**src/rtl/dma_arb_pkg.sv**
```systemverilog
package dma_arb_pkg;
  // Width of the interrupt vector word; codes sit at bit 1 upward.
  localparam int unsigned VEC_W   = 16;
  localparam int unsigned VEC_LSB = 1;
endpackage

```
**src/rtl/dma_arb_pick.sv**
```systemverilog
module dma_arb_pick #(
  parameter int NCH = 3,
  parameter int IW  = 2
) (
  input  logic           rr_en,
  input  logic [IW-1:0]  top_idx,
  input  logic [NCH-1:0] req,
  output logic [NCH-1:0] sel_oh,
  output logic [IW-1:0]  sel_idx,
  output logic           sel_any
);
  logic [IW-1:0] base;
  logic [IW:0]   pos;

  assign base = rr_en ? top_idx : '0;

  // Walk from the lowest priority slot to the highest; the last hit wins.
  always_comb begin
    sel_any = 1'b0;
    sel_idx = '0;
    pos     = '0;
    for (int k = NCH - 1; k >= 0; k--) begin
      pos = {1'b0, base} + (IW+1)'(k);
      if (pos >= (IW+1)'(NCH)) pos = pos - (IW+1)'(NCH);
      if (req[pos[IW-1:0]]) begin
        sel_any = 1'b1;
        sel_idx = pos[IW-1:0];
      end
    end
  end

  assign sel_oh = sel_any ? (NCH'(1) << sel_idx) : '0;
endmodule

```
**src/rtl/dma_arb_seq.sv**
```systemverilog
module dma_arb_seq #(
  parameter int NCH         = 3,
  parameter int IW          = 2,
  parameter int XFER_CYCLES = 2
) (
  input  logic           clk,
  input  logic           rst_n,
  input  logic           sel_any,
  input  logic [NCH-1:0] sel_oh,
  input  logic [IW-1:0]  sel_idx,
  input  logic           abort,
  output logic [NCH-1:0] grant,
  output logic [IW-1:0]  top_idx,
  output logic           busy
);
  localparam int CW = $clog2(XFER_CYCLES + 1);

  logic [CW-1:0]  cnt_q, cnt_d;
  logic [NCH-1:0] grant_q, grant_d;
  logic [IW-1:0]  top_q, top_d;
  logic           adv;

  assign adv = (cnt_q != '0) | sel_any;

  always_comb begin
    cnt_d   = cnt_q;
    grant_d = grant_q;
    top_d   = top_q;
    if (cnt_q == '0) begin
      if (sel_any) begin
        grant_d = sel_oh;
        cnt_d   = CW'(XFER_CYCLES);
        top_d   = (sel_idx == IW'(NCH - 1)) ? '0 : sel_idx + 1'b1;
      end
    end else if (abort) begin
      grant_d = '0;
      cnt_d   = '0;
    end else begin
      cnt_d = cnt_q - 1'b1;
      if (cnt_q == CW'(1)) grant_d = '0;
    end
  end

  always_ff @(posedge clk or negedge rst_n) begin
    if (!rst_n) begin
      cnt_q   <= '0;
      grant_q <= '0;
      top_q   <= '0;
    end else if (adv) begin
      cnt_q   <= cnt_d;
      grant_q <= grant_d;
      top_q   <= top_d;
    end
  end

  assign grant   = grant_q;
  assign top_idx = top_q;
  assign busy    = |grant_q;
endmodule

```
**src/rtl/dma_arb_vec.sv**
```systemverilog
module dma_arb_vec
  import dma_arb_pkg::*;
#(
  parameter int NCH = 3
) (
  input  logic             clk,
  input  logic             rst_n,
  input  logic [NCH-1:0]   done,
  input  logic [NCH-1:0]   ie,
  input  logic             gie,
  input  logic             busy,
  input  logic             vec_rd,
  output logic [NCH-1:0]   flags,
  output logic             irq,
  output logic [VEC_W-1:0] vec
);
  localparam int CDW = $clog2(NCH + 1);

  logic [NCH-1:0] flag_q, flag_d, pend, clr;
  logic [CDW-1:0] code;
  logic           upd;

  assign pend = flag_q & ie;

  always_comb begin
    code = '0;
    for (int k = NCH - 1; k >= 0; k--) begin
      if (pend[k]) code = CDW'(k + 1);
    end
  end

  always_comb begin
    for (int k = 0; k < NCH; k++) begin
      clr[k] = vec_rd && (code == CDW'(k + 1));
    end
    flag_d = (flag_q & ~clr) | done;
  end

  assign upd = vec_rd | (|done);

  always_ff @(posedge clk or negedge rst_n) begin
    if (!rst_n)   flag_q <= '0;
    else if (upd) flag_q <= flag_d;
  end

  assign flags = flag_q;
  assign irq   = gie & (|pend) & ~busy;
  assign vec   = VEC_W'(code) << VEC_LSB;
endmodule

```
**src/rtl/dma_arb_irq.sv**
```systemverilog
module dma_arb_irq
  import dma_arb_pkg::*;
#(
  parameter int NCH         = 3,
  parameter int XFER_CYCLES = 2
) (
  input  logic             clk,
  input  logic             rst_n,
  input  logic             rr_en,
  input  logic [NCH-1:0]   ch_req,
  input  logic [NCH-1:0]   ch_done,
  input  logic [NCH-1:0]   ch_ie,
  input  logic             glb_ie,
  input  logic [NCH-1:0]   chain_sel,
  input  logic             vec_rd,
  input  logic             nmi_req,
  input  logic             nmi_en,
  output logic [NCH-1:0]   grant,
  output logic [NCH-1:0]   flag_out,
  output logic [NCH-1:0]   chain_trig,
  output logic             irq,
  output logic [VEC_W-1:0] vec_out,
  output logic             nmi_take
);
  localparam int IW = (NCH > 1) ? $clog2(NCH) : 1;

  logic [NCH-1:0] sel_oh;
  logic [IW-1:0]  sel_idx, top_idx;
  logic           sel_any, busy, abort;

  dma_arb_pick #(.NCH(NCH), .IW(IW)) u_pick (
    .rr_en   (rr_en),
    .top_idx (top_idx),
    .req     (ch_req),
    .sel_oh  (sel_oh),
    .sel_idx (sel_idx),
    .sel_any (sel_any)
  );

  dma_arb_seq #(.NCH(NCH), .IW(IW), .XFER_CYCLES(XFER_CYCLES)) u_seq (
    .clk     (clk),
    .rst_n   (rst_n),
    .sel_any (sel_any),
    .sel_oh  (sel_oh),
    .sel_idx (sel_idx),
    .abort   (abort),
    .grant   (grant),
    .top_idx (top_idx),
    .busy    (busy)
  );

  dma_arb_vec #(.NCH(NCH)) u_vec (
    .clk    (clk),
    .rst_n  (rst_n),
    .done   (ch_done),
    .ie     (ch_ie),
    .gie    (glb_ie),
    .busy   (busy),
    .vec_rd (vec_rd),
    .flags  (flag_out),
    .irq    (irq),
    .vec    (vec_out)
  );

  // Ring of chained triggers: each channel is fed by the flag of the one before it.
  for (genvar i = 0; i < NCH; i++) begin : g_chain
    assign chain_trig[i] = chain_sel[i] & flag_out[(i + NCH - 1) % NCH];
  end

  assign abort    = nmi_req & nmi_en & busy;
  assign nmi_take = nmi_req & (nmi_en | ~busy);
endmodule

```
**config.mk**
```make
export PLATFORM = sky130hd
export DESIGN_NAME = dma_arb_irq
export DESIGN_NICKNAME = d
export VERILOG_FILES = /design/src/rtl/dma_arb_pkg.sv /design/src/rtl/dma_arb_pick.sv /design/src/rtl/dma_arb_seq.sv /design/src/rtl/dma_arb_vec.sv /design/src/rtl/dma_arb_irq.sv
export SDC_FILE = /design/constraint.sdc
export NUM_CORES = 1
export LEC_CHECK = 0
export BUFFER_PORTS_ARGS = -buffer_cell sky130_fd_sc_hd__buf_4
export CORE_MARGIN = 2
export CORE_UTILIZATION = 50
export CTS_BUF_LIST = sky130_fd_sc_hd__clkbuf_16
export DETAILED_ROUTE_END_ITERATION = 10
export PLACE_DENSITY_LB_ADDON = 0.2
export REMOVE_ABC_BUFFERS = 1
export SETUP_SLACK_MARGIN = 0.1
export SLEW_MARGIN = 30
export SYNTH_ARGS = -nofsm -noshare
export SYNTH_HDL_FRONTEND = slang
export SYNTH_HIERARCHICAL = 1
export SYNTH_SLANG_ARGS = --single-unit
```
**constraint.sdc**
```tcl
create_clock -name clk -period 6.9 [get_ports clk]
set_input_delay 0.345 -clock clk [delete_from_list [all_inputs] [get_ports clk]]
set_output_delay 0.345 -clock clk [all_outputs]
set_load 0.01 [all_outputs]
```
==> results.yml <==
status:
  status: "completed"
clocking:
  clock_path_buffers: 2
  postCtsSetupRepairBufs: 0
  clock_latency_ps: 240
  cts_buffers: 3
  cts_max_level: 1
  cts_tree: "done"
  cts_resized: 0
  cts_root_buffer: "clkbuf_16"
  cts.sinks: 10
  path_clk_slew_ps: 40
timing:
  slew_violations: 0
  finalHoldWorstSlack_ps: 292.8
  hold_violations: 0
  fin_skew_ps: 2.527
  setup_tns_ps: 0
  setup_viol: 0
  min_period_ps: 2644
  fmax_mhz: 378.2
  rsz0062_at_grt: "no"
  period_share_pct: 38.32
route:
  wirelength_mm: 2.208
  via_per_inst: 5.176
  vias: 942
  antenna_left: 0
  detail_route.iter0.violations: 13
  route.detailed.drc: 0
  first_pass_iters: 4
  drt-wirelength-per-cell_um: 12.13
finish:
  fill_cells: 171
  nets: 181
  diodes: 0
  drive_gt1_share_pct: 29.68
  final_area_mm2: 0.001297
  fin_cells: 182
  layout.cells.most_common: "buf_4"
  final_cell_mix: "31 x buf_4, 14 x conb_1, 10 x inv_1, 10 x dfrtp_1, 9 x nand2_1"
  area_growth_pct: 26.16
place:
  io_buffers: 31
  place_congestion: 0.7940
  dp_cells: 177
  placed_cell_area_mm2: 0.001209
  dp_hpwl_mm: 1.808
floorplan:
  dieArea_mm2: 0.002436
  core_mm2: 0.001942
  placementRows: 16
  die_w_um: 49.36
  chipHeight_um: 49.36
  ios: 46
  start_util_pct: 52.96
yosys:
  ys_seq_area_share_pct: 24.33
  synth_edf_count: 0
  postSynthCellCount: 123
  ys_warn_count: 6
  synth_seq_cells: 10
  synth_top_area_share_pct: 24.33
  yosys.area.top_type: "dfrtp_1"
  syn_area_per_cell_um2: 8.362
  synthTopCellsByArea: "dfrtp_1 24%, buf_4 11%, ha_1 7.3%"
  yosysUniqueCellTypes: 41
  ys_async_sr_fraction_pct: 100.0
  ys.flop_type: "dfrtp_1"
  synth_area_mm2: 0.001028
grt:
  grt_pass1_vias: 863
  grt_max_degree: 11
  grt-ovfl-total: 0
  grt_pass1_wl_mm: 3.774
  antenna_found_initial: 0
  grt_usage_pct: 19.92
critical_path:
  required_ps: 7050
  critPathMaxFanout: 9
  critPathKind: "reg -> reg"
  critPathArrivalTime_ps: 2790
  endpoint_kind: "flop"
  critPathLaunchType: "flop"
hold_path:
  hold_class: "in -> reg"
power:
  ir_worst_vdd_uv: 284.3
  pwr-share-clk_pct: 24.0
  powerDensity_mw_per_mm2: 331.0
  p_leak_nw: 0.6501
  p_sw_w: 0.0001680
  power.internal_w: 0.0002615
  power_frac_comb_pct: 55.1
  power_frac_seq_pct: 20.9
  switching_share_pct: 39.11
run:
  max_cap_viol_count: 0
stage by stage:
step | setup WS (ps) | total power (W) | util (%)
6_report | 4256 | 0.0004294 | 66.82
5_1_grt | 4042 | 0.0004626 | 66.82
4_1_cts | 4298 | 0.0004279 | 66.82
3_5_place_dp | 4260 | 0.0003238 | 62.24
3_3_place_gp | 4407 | 0.0003129 | 62.24
2_1_floorplan | 4672 | 0.0002593 | -
synth_stat cells, types with 2 or more instances:
cell type and number:
nand2_1 9, and2b_2 2, a21oi_1 7, dfrtp_1 10
buf_6 2, inv_1 10, ha_1 6, nor2_1 3
o21ai_1 8, a21o_1 2, nand3_1 5, buf_4 15
o31ai_1 2, nand2b_1 7, and3_1 2, mux2i_1 4
and2_1 5
worst max-delay path, stage by stage (launching register included):
cell and delay (ps):
dfrtp_1 390, and2_1 170, ha_1 460, mux2i_1 310, o21ai_1 130, nor3b_1 400
inv_1 170, and2b_4 320, nor3_2 50, a21oi_1 170
repair_timing:
action | CTS | global route
endpoints found under the setup margin | 0 | 0
hold endpoints to repair | 10 | 0
hold buffers | 1 | 0
metal layers:
metal / track usage [%] / routed length, um
met4: 7.143 / 18
met5: 0 / 0
met1: 25.76 / 971
met2: 33.33 / 1067
met3: 3.067 / 151
power by group through the flow:
stage          Combinational (W)  Sequential [W]  Clock [W]
6_report                0.000237       0.0000897   0.000103
5_1_grt                 0.000264       0.0000922   0.000106
4_1_cts                 0.000235       0.0000895   0.000104
3_5_place_dp            0.000234       0.0000902          0
3_3_place_gp            0.000224       0.0000893          0
2_1_floorplan           0.000170       0.0000890          0
cell type report:
class / instances / area (um2) / area share, %
Sequential cell: 10 / 250.2 / 19.29
Clock buffer: 3 / 75.07 / 5.786
Tap cell: 27 / 33.78 / 2.604
Inverter: 10 / 37.54 / 2.893
Timing Repair Buffer: 32 / 242.7 / 18.71
Clock inverter: 1 / 3.754 / 0.2893
Multi-Input combinational cell: 99 / 654.4 / 50.43
sequential cells by signal, indices dropped and copies added (netlist names):
register,count
u_seq/grant,3
u_vec/flags,3
u_seq/cnt_q,2
u_seq/top_idx,2
path summary, 6_finish.rpt:
kind	start	end	slack, ps	cells past startpoint
worst min register to register	u_seq/top_idx[0]	u_seq/top_idx[0]	510	2
max in group asynchronous	rst_n	u_vec/flags[0]	6290	2
worst max register to register	u_seq/top_idx[1]	u_seq/cnt_q[1]	4260	9
worst max-delay path	u_seq/top_idx[1]	u_seq/cnt_q[1]	4260	9
worst min-delay path	ch_done[2]	u_vec/flags[2]	290	2
min in group asynchronous	rst_n	u_seq/cnt_q[1]	470	2
logic make-up after synthesis:
logic type / share of synthesized area [%]
muxes: 4.988
buffers and inverters: 16.79
and+or+nand+nor: 25.91
DFF: 24.33
AOI/OAI and AO/OA: 20.32
other: 0.3646
adders and majority gates: 7.299
No activity file was read; power rests on OpenSTA's default activity.
